$ cat src/rtl/ldalign_pkg.sv
package ldalign_pkg;

    // Operation selected for the accumulator in the current cycle.
    typedef enum logic [1:0] {
        OP_HOLD     = 2'd0,
        OP_PRESET   = 2'd1,
        OP_INS_BYTE = 2'd2,
        OP_INS_HALF = 2'd3
    } acc_op_e;

    // Size-select encodings seen at the port.
    localparam logic [1:0] SZ_BYTE = 2'b00;
    localparam logic [1:0] SZ_HALF = 2'b01;

    // Number of supported element sizes (byte, halfword).
    localparam int NUM_SIZES = 2;

endpackage

$ cat src/rtl/ldalign_decode.sv
module ldalign_decode
    import ldalign_pkg::*;
(
    input  logic       wr_en,
    input  logic       ld_valid,
    input  logic [1:0] ld_size,
    output acc_op_e    op
);

    // Preset outranks any load; unsupported size codes decay to HOLD.
    always_comb begin
        op = OP_HOLD;
        if (wr_en) begin
            op = OP_PRESET;
        end else if (ld_valid) begin
            unique case (ld_size)
                SZ_BYTE: op = OP_INS_BYTE;
                SZ_HALF: op = OP_INS_HALF;
                default: op = OP_HOLD;
            endcase
        end
    end

endmodule

$ cat src/rtl/ldalign_insert.sv
module ldalign_insert
    import ldalign_pkg::*;
#(
    parameter int REG_W  = 64,
    parameter int BYTE_W = 8,
    localparam int ELEM_MAX = BYTE_W << (NUM_SIZES - 1)
) (
    input  logic [REG_W-1:0]                cur,
    input  logic [ELEM_MAX-1:0]             data,
    output logic [NUM_SIZES-1:0][REG_W-1:0] cand
);

    // One shift-and-insert candidate per element size: size k is BYTE_W<<k bits.
    for (genvar k = 0; k < NUM_SIZES; k++) begin : g_size
        localparam int EW = BYTE_W << k;
        assign cand[k] = {data[EW-1:0], cur[REG_W-1:EW]};
    end

endmodule

$ cat src/rtl/ldalign_next.sv
module ldalign_next
    import ldalign_pkg::*;
#(
    parameter int REG_W = 64
) (
    input  acc_op_e                         op,
    input  logic [REG_W-1:0]                cur,
    input  logic [REG_W-1:0]                preset,
    input  logic [NUM_SIZES-1:0][REG_W-1:0] cand,
    output logic [REG_W-1:0]                nxt
);

    always_comb begin
        unique case (op)
            OP_PRESET:   nxt = preset;
            OP_INS_BYTE: nxt = cand[0];
            OP_INS_HALF: nxt = cand[1];
            default:     nxt = cur;
        endcase
    end

endmodule

$ cat src/rtl/ldalign_acc.sv
module ldalign_acc
    import ldalign_pkg::*;
#(
    parameter int REG_W  = 64,
    parameter int BYTE_W = 8
) (
    input  logic                  clk,
    input  logic                  rst_n,
    input  logic                  ld_valid,
    input  logic [1:0]            ld_size,
    input  logic [2*BYTE_W-1:0]   ld_data,
    input  logic                  wr_en,
    input  logic [REG_W-1:0]      wr_data,
    output logic [REG_W-1:0]      acc_q
);

    acc_op_e                         op;
    logic [REG_W-1:0]                acc_r;
    logic [REG_W-1:0]                acc_nxt;
    logic [NUM_SIZES-1:0][REG_W-1:0] cand;

    ldalign_decode u_decode (
        .wr_en    (wr_en),
        .ld_valid (ld_valid),
        .ld_size  (ld_size),
        .op       (op)
    );

    ldalign_insert #(
        .REG_W  (REG_W),
        .BYTE_W (BYTE_W)
    ) u_insert (
        .cur  (acc_r),
        .data (ld_data),
        .cand (cand)
    );

    ldalign_next #(
        .REG_W (REG_W)
    ) u_next (
        .op     (op),
        .cur    (acc_r),
        .preset (wr_data),
        .cand   (cand),
        .nxt    (acc_nxt)
    );

    // State register.
    always_ff @(posedge clk) begin
        if (!rst_n) begin
            acc_r <= '0;
        end else begin
            acc_r <= acc_nxt;
        end
    end

    // Output process.
    always_comb begin
        acc_q = acc_r;
    end

endmodule

$ cat config.mk
export PLATFORM = sky130hd
export DESIGN_NAME = ldalign_acc
export DESIGN_NICKNAME = d
export VERILOG_FILES = /design/src/rtl/ldalign_pkg.sv /design/src/rtl/ldalign_decode.sv /design/src/rtl/ldalign_insert.sv /design/src/rtl/ldalign_next.sv /design/src/rtl/ldalign_acc.sv
export SDC_FILE = /design/constraint.sdc
export NUM_CORES = 1
export LEC_CHECK = 0
export ABC_AREA = 1
export BUFFER_PORTS_ARGS = -buffer_cell sky130_fd_sc_hd__buf_4
export CAP_MARGIN = 30
export CORE_ASPECT_RATIO = 0.7
export CORE_MARGIN = 8
export CORE_UTILIZATION = 55
export DETAILED_ROUTE_END_ITERATION = 12
export GPL_ROUTABILITY_DRIVEN = 0
export HOLD_SLACK_MARGIN = 0.1
export PLACE_DENSITY = 0.83
export SYNTH_ARGS = -nofsm -noshare
export SYNTH_HDL_FRONTEND = slang
export SYNTH_SLANG_ARGS = --single-unit
$ cat constraint.sdc
create_clock -name clk -period 2.4 [get_ports clk]
set_input_delay 0.72 -clock clk [delete_from_list [all_inputs] [get_ports clk]]
set_output_delay 0.72 -clock clk [all_outputs]
set_load 0.01 [all_outputs]
# [Word level (Yosys, flattened, before mapping)]
# Cells that the tools add are included.
[totals] register_bits=64 inputBits=86
[classes] eq_ne=4 muxes=4 reduce_logical=2
[op_table] op="$pmux 64 s3" n=1
[op_table] op="$eq 2x1->1 const B" n=2
[op_table] op="$eq 2x2->1 const B" n=2
[op_table] op="$mux 2" n=2
[op_table] op="$pmux 2 s2" n=1
[op_table] op="$reduce_bool 3->1" n=1
[op_table] op="$logic_not 2->1" n=1

# [Logic depth before layout (Yosys ltp)]
# Gate-level depths: netlist of the first run.
[logic_depth] word_depth=6 ltp_mapped=8 ltp_nobuf=7

# [Modules after synthesis]
# Synthesis of the first run repeated with hierarchy kept, for this count alone.
[unflattened] cells_unflattened=702 area_unflattened_um2=4835.9
[by_module_without_submodules] module="ldalign_next" n_inst=1 cells_each=369 area_each_um2=2008.2 seq_area_each_um2=0.0
[by_module_without_submodules] module="ldalign_acc" n_inst=1 cells_each=199 area_each_um2=1840.5 seq_area_each_um2=1281.2
[by_module_without_submodules] module="ldalign_insert" n_inst=1 cells_each=128 area_each_um2=960.9 seq_area_each_um2=0.0
[by_module_without_submodules] module="ldalign_decode" n_inst=1 cells_each=6 area_each_um2=26.3 seq_area_each_um2=0.0

# [Worst setup path before layout of the first run]
# OpenSTA, ideal clock, no wires.
[synth_path] kind="in2reg" startpoint="input ld_valid" endpoint="register acc_r[48], in the netlist acc_q[48]" arrival_time_ps=1499 required_time_ps=2344 slack_ps=845 cell_stages=8 path_cell_list="inv_1 nor2_1 buf_2 buf_2 nand4_1 nand3_1 nand2_1 inv_1"
[synth_between] elab_chain_cells=4 word_cells_on_any_way=7
[synth_rtl] item="start, declared" line="ldalign_acc.sv:9" rtl="input logic ld_valid,"
[synth_rtl] item="$mux 2 *" line="ldalign_decode.sv:15" rtl="end else if (ld_valid) begin"
[synth_rtl] item="$mux 2 *" line="ldalign_decode.sv:13" rtl="if (wr_en) begin"
[synth_rtl] item="$eq 2x2->1 or $eq 2x1->1 (tied branches)" line="ldalign_next.sv:14" rtl="unique case (op)"
[synth_rtl] item="$pmux 64 s3 or $reduce_bool 3->1 (tied branches)"
[synth_rtl] item="end signal, assigned" line="ldalign_acc.sv:53" rtl="acc_r <= acc_nxt;"
[synth_rtl] item="end, declared" line="ldalign_acc.sv:18" rtl="logic [REG_W-1:0] acc_r;"
# Mark *: on every way between the ends. The rest lies on a longest branch, timed or not.
# A chain may end at the register's enable or synchronous reset.

# [Worst setup path in the final report of the first run]
[layout_path] startpoint="input wr_en" endpoint="register acc_r[26], in the netlist acc_q[26]"
[layout_between] elab_chain_cells=3 word_cells_on_any_way=6
[layout_rtl] item="start, declared" line="ldalign_acc.sv:12" rtl="input logic wr_en,"
[layout_rtl] item="$mux 2 *" line="ldalign_decode.sv:13"
[layout_rtl] item="$eq 2x2->1 or $eq 2x1->1 (tied branches)" line="ldalign_next.sv:14"
[layout_rtl] item="$pmux 64 s3 or $reduce_bool 3->1 (tied branches)"
# Marks and branches as above.

==> results of run 1 <==
==> routing by layer <==
layer | wire length (um) | share of wire
met1 | 6480 | 0.42
met2 | 6740 | 0.43
met3 | 2070 | 0.13
met4 | 261 | 0.017
met5 | 0 | 0
==> worst paths after layout <==
path | from | endpoint | slack, ns | depth (start not counted)
worst max-delay path | wr_en | acc_q[26] | 0.67 | 9
worst min-delay path | acc_q[3] | acc_q[3] | 0.57 | 4
worst max register to register | acc_q[27] | acc_q[11] | 1.50 | 4
worst min register to register | acc_q[3] | acc_q[3] | 0.57 | 4
==> power breakdown <==
part / internal [uW] / switching (uW)
clock network: 1050 / 504
logic: 345 / 401
registers: 1150 / 108
total: 2550 / 1010
==> critical path, cell delays in order <==
cell	delay (ns)
buf_4	0.12
clkinv_2	0.08
buf_4	0.22
nand2_2	0.10
buf_4	0.38
nand2_1	0.13
nand3_1	0.11
nand2_1	0.05
inv_1	0.05
==> cell families after synthesis <==
logic type,count (synthesis),share of synthesized area
AO/OA/AOI/OAI,67,0.0763
buffers and inverters,191,0.208
flip-flops,64,0.285
AND/OR/NAND/NOR,386,0.431
==> layout by cell type (no fill, tap or decap) <==
cell        synthesis  final
nor2_4              1      2
nand2_2             2      2
or2_0              27     27
clkbuf_8           10      1
o21ai_0            64     64
clkinv_2            0      1
buf_12              0      2
inv_6               0      1
buf_4               0    160
bufinv_16           0      3
clkinvlp_4          0      1
inv_1             130    130
clkinv_4            0      1
nand3_1           128    128
nand4_1            64     64
nand2_1           129    129
inv_2               2      1
a21boi_0            3      3
or2_2              34     34
clkbuf_16           0      9
dfxtp_1            64     64
==> area by class of cell <==
type | instances | share of cell area
Multi-Input combinational cell | 453 | 0.395
Sequential cell | 64 | 0.222
Timing Repair Buffer | 162 | 0.215
Inverter | 132 | 0.0859
Clock buffer | 10 | 0.0413
Tap cell | 101 | 0.0218
Clock inverter | 6 | 0.0199
==> per-stage QoR <==
| stage | std cells | utilization | setup WS (ns) | power [uW] |
|---|---|---|---|---|
| after global routing | 928 | 0.732 | 0.535 | 3700 |
| after CTS | 928 | 0.732 | 0.690 | 3550 |
| after floorplan | 708 | - | 0.845 | 1670 |
| final | 928 | 0.732 | 0.669 | 3560 |
| after detailed placement | 912 | 0.687 | 0.366 | 2010 |
| after global placement | 912 | 0.687 | 0.420 | 1990 |
==> results.md, run 1 <==
* Status: completed
* Final Hold Fails at 0
* Drt first-iter violations at 888
* Clk Latency, worst-skew pair at 0.33 ns
* Distinct cells, synth at 20
* Worst-case clock buffer depth at 2
* Worst-Margin Slew at approximately 0.57 ns
* Grt total ovfl at 0
* Max Cap Violations at 0
* Vias at 5258
* Worst Setup Path Type: primary input to register
* Net count after synthesis at 794
* LEAKAGE at roughly 0.0033 uW
* Sequential element share of the synthesized area at 0.285
* Vias per cell at 5.67
* Antenna violations before repair at 0
* Worst-path fanout max at 40
* Gr busiest metal: met2
* WP data required at 2.67 ns
* Max-slew headroom at 0.619
* Setup violations, final at 0
* Met1 usage at 0.379
* Post-synth top area share at 0.285
* Drt first pass iters at 6
* Crit path DAT at 2.00 ns
* Clk sinks at 64
* Vias in the first global route at 5085
* Fin area at 5780 um^2
* Share of layout cells above drive strength 1 at 0.264
* Total global-route track usage at 0.272
* Peak VDD IR at 0.404 mV
* F_max at slightly below 600 MHz
* HPWL reported at the end of detailed placement at 10800 um
* Setup total negative slack at 0 ns
* Period utilization at 0.721
* Grt met2 use at 0.403
* Post-synth top cells: 130 x inv_1, 129 x nand2_1, 128 x nand3_1
* CTS clk-pin slew, worst paths at 0.06 ns
* Final Skew at 0.00871 ns
* Diode count at 0
* Die H at slightly above 90 um
* Cell Pwr Density at just over 600 nW/um^2
* Yosys top cell by area: dfxtp_1
* Kind of start point of the critical path: primary input
* # port buffers at 149
* Tmin final at 1.73 ns
* Sequential Area at 1280 um^2
* Final WL at 15600 um
* CP Capture Type: register
* H-tree depth at 3
* Total CTS buffers at 9
* Final net count at 908
* Core area at between 7000 and 8000 um^2
* Met3 track demand over resource at 0.0759
* Synth Instances at 708
* Die span in x at 124 um
* Slew Viols, Final at 0
* Root buf cell: clkbuf_16
* Synth top area cells: dfxtp_1 29%, nand3_1 14%, inv_1 11%, nand2_1 11%, nand4_1 8.9%
* Area Overhead vs Synth at 28.8%
* First-pass GRT wire length at 25500 um
* Syn. warnings at 0
* CTS tree: built
* Cts hold-fix bufs at 0
* Dominant synthesized flop cell: dfxtp_1
* Fillers at 657
* Die ar. at 11400 um^2
* RSZ-0062 raised after global routing: no
* Synth Register Bits at 64
* EDFF count, synth at 0
* WL/cell at ~17 um
* Hold Crit Class: register to register
* Top Ports at 150
* Asr flop ratio synth at 0
* Post-route ant nets at 0
* Max FFs per register at 64
* Mean Syn Cell Area at 6.34 um^2
* Fin Hold WS at between 0.5 and 0.6 ns
* Dominant cell by count in the synthesized netlist: inv_1
* Syn Std Cell Area at 4490 um^2
* Largest net degree at the start of global routing at 104
* FP Rows at 27
* Post-cts resize count at 0
* Area of the multi-input gates at 2280 um^2
* DRC at 0
* Setup bufs post-CTS at 0
* Placed cell areas at 5430 um^2
* Initial core utilization at 0.568
(Power assumes the default switching activity.)
==> inputs of run 2 (changes only) <==
- CORE_UTILIZATION: 55 -> 52
- PLACE_DENSITY: 0.83 -> 0.79
- clock period: 2.4 -> 1.8 ns (I/O delays scaled with it)
==> run 2 against run 1 <==
Design area up 1.2%. Highest routed layer unchanged. Critical endpoint is now acc_q[27]. Hold slack got worse by 0.047 ns. Clock-buffer cell count grew 2. Clock power rose by 16%. Largest cell class unchanged. Sequential share of layout area fell by 0.27 points.
==> results.md, run 2 (synthesized netlist as in run 1, its figures left out) <==
* Status: completed
* # port buffers at 149
* Setup crit end: acc_q[27]
* Vias at 5189
* Cell Pwr Density at around 770 nW/um^2
* Largest delay contributor family on the critical path: flip-flops
* Setup total negative slack at 0 ns
* CTS clk-pin slew, worst paths at around 0.060 ns
* RSZ-0062 raised after global routing: no
* Max-slew headroom at 0.608
* Final net count at 913
* Fillers at 733
* Final Hold Fails at 0
* FP Rows at 28
* Kind of start point of the critical path: register
* Worst-path fanout max at 4
* Most common cell after layout, fill and taps aside: buf_4
* CP Capture Type: output pin
* Total global-route track usage at 0.258
* CTS tree: built
* Post-route ant nets at 0
* Crit path DAT at 1.00 ns
* Cells on worst reg2reg path at 4
* HPWL reported at the end of detailed placement at 11000 um
* Vias per cell at 5.54
* Share of layout cells above drive strength 1 at 0.267
* R2R Path End: acc_q[43]
* Crit path depth at 1
* Drt first pass iters at 6
* Antenna violations before repair at 0
* Clk sinks at 64
* WP data required at 1.26 ns
* Diode count at 0
* Root buf cell: clkbuf_16
* Clk Latency, worst-skew pair at between 0.3 and 0.4 ns
* Most used cells in the layout excluding fill and tap cells: 159 x buf_4, 130 x inv_1, 129 x nand2_1
* Area Overhead vs Synth at 30.3%
* Sequence of cells on the critical path: buf_4
* Max stage delay cell, worst path: dfxtp_1
* WP buf/inv at 1
* Worst-case clock buffer depth at 2
* Sequential Area at between 1000 and 1500 um^2
* Hold Crit Class: primary input to register
* Die span in x at 127 um
* Drt first-iter violations at 673
* H-tree depth at 3
* Final Skew at 0.00490 ns
* Total CTS buffers at 9
* Reg-to-reg slack, setup at 0.92 ns
* F_max at about 650 MHz
* Worst-Margin Slew at between 0.5 and 0.6 ns
* Top Ports at 150
* Area of the multi-input gates at 2280 um^2
* Grt total ovfl at 0
* LEAKAGE at 0.00337 uW
* Peak VDD IR at a little over 0.5 mV
* Die H at 93.8 um
* CP max stage delay at 0.48 ns
* Critical Path Start: acc_q[27]
* Final WL at between 15000 and 20000 um
* Fin Hold WS at 0.522 ns
* DRC at 0
* Core area at 8410 um^2
* Period utilization at 0.854
* Worst Setup Path Type: register to output pin
* Slew Viols, Final at 0
* Vias in the first global route at ~4800
* Reg2reg start: acc_q[59]
* Initial core utilization at 0.534
* Setup violations, final at 0
* WL/cell at about 17 um
* First-pass GRT wire length at ~25000 um
* Largest net degree at the start of global routing at 65
* Cts hold-fix bufs at 0
* Post-cts resize count at 0
* Setup bufs post-CTS at 0
* Tmin final at 1.54 ns
* Die ar. at 11900 um^2
* Max FFs per register at 64
* Max Cap Violations at 0
[run 2: cell count changes in the layout (fill, tap and decap cells not counted), sizes merged]
cell / previous run / this run
clkinv: 2 / 3
clkbuf: 10 / 12
bufinv: 3 / 1
buf: 162 / 167
clkinvlp: 1 / 0
inv: 132 / 131
[run 2: cell type report]
type                    instances  area share
flip-flops and latches         64       0.219
inverters                     132      0.0848
multi-input cells             453       0.390
well taps                     105      0.0224
clock buffers                  12      0.0455
repair buffers                167       0.231
clock inverters                 3     0.00684
[run 2: per-stage QoR]
stage          power [uW]  cells  setup slack, ns  cell area, um^2  utilization
6_report             4500    936            0.263             5850        0.696
5_1_grt              4700    936            0.261             5850        0.696
4_1_cts              4510    936            0.285             5850        0.696
3_5_place_dp         2720    921           0.0900             5550        0.660
3_3_place_gp         2690    921            0.124             5550        0.660
2_1_floorplan        2230    708            0.425             4490            -
[run 2: metal layers]
metal  vias to the layer above  routed length (um)  global-route usage
met3                        27                2090              0.0862
met1                      2318                6680               0.361
met4                         0                 231              0.0740
li1                       2514                   -                   -
met5                         -                   0                   0
met2                       330                6620               0.365
[run 2: power by group]
| part | switching, uW | total (uW) | internal (uW) | leakage (uW) |
|---|---|---|---|---|
| logic | 536 | 1020 | 482 | 0.00268 |
| clock network | 625 | 1800 | 1170 | 0.000154 |
| registers | 150 | 1690 | 1540 | 0.000533 |
[run 2: worst min-delay path by stage]
| stage | endpoint | depth (start not counted) | slack (ns) | start |
|---|---|---|---|---|
| floorplan | acc_q[2] | 4 | 0.59 | acc_q[10] |
| global placement | acc_q[2] | 4 | 0.54 | acc_q[2] |
| detailed placement | acc_q[6] | 4 | 0.55 | acc_q[6] |
| CTS | acc_q[59] | 5 | 0.52 | ld_data[11] |
| global route | acc_q[58] | 5 | 0.53 | ld_data[10] |
| finish | acc_q[58] | 5 | 0.52 | ld_data[10] |
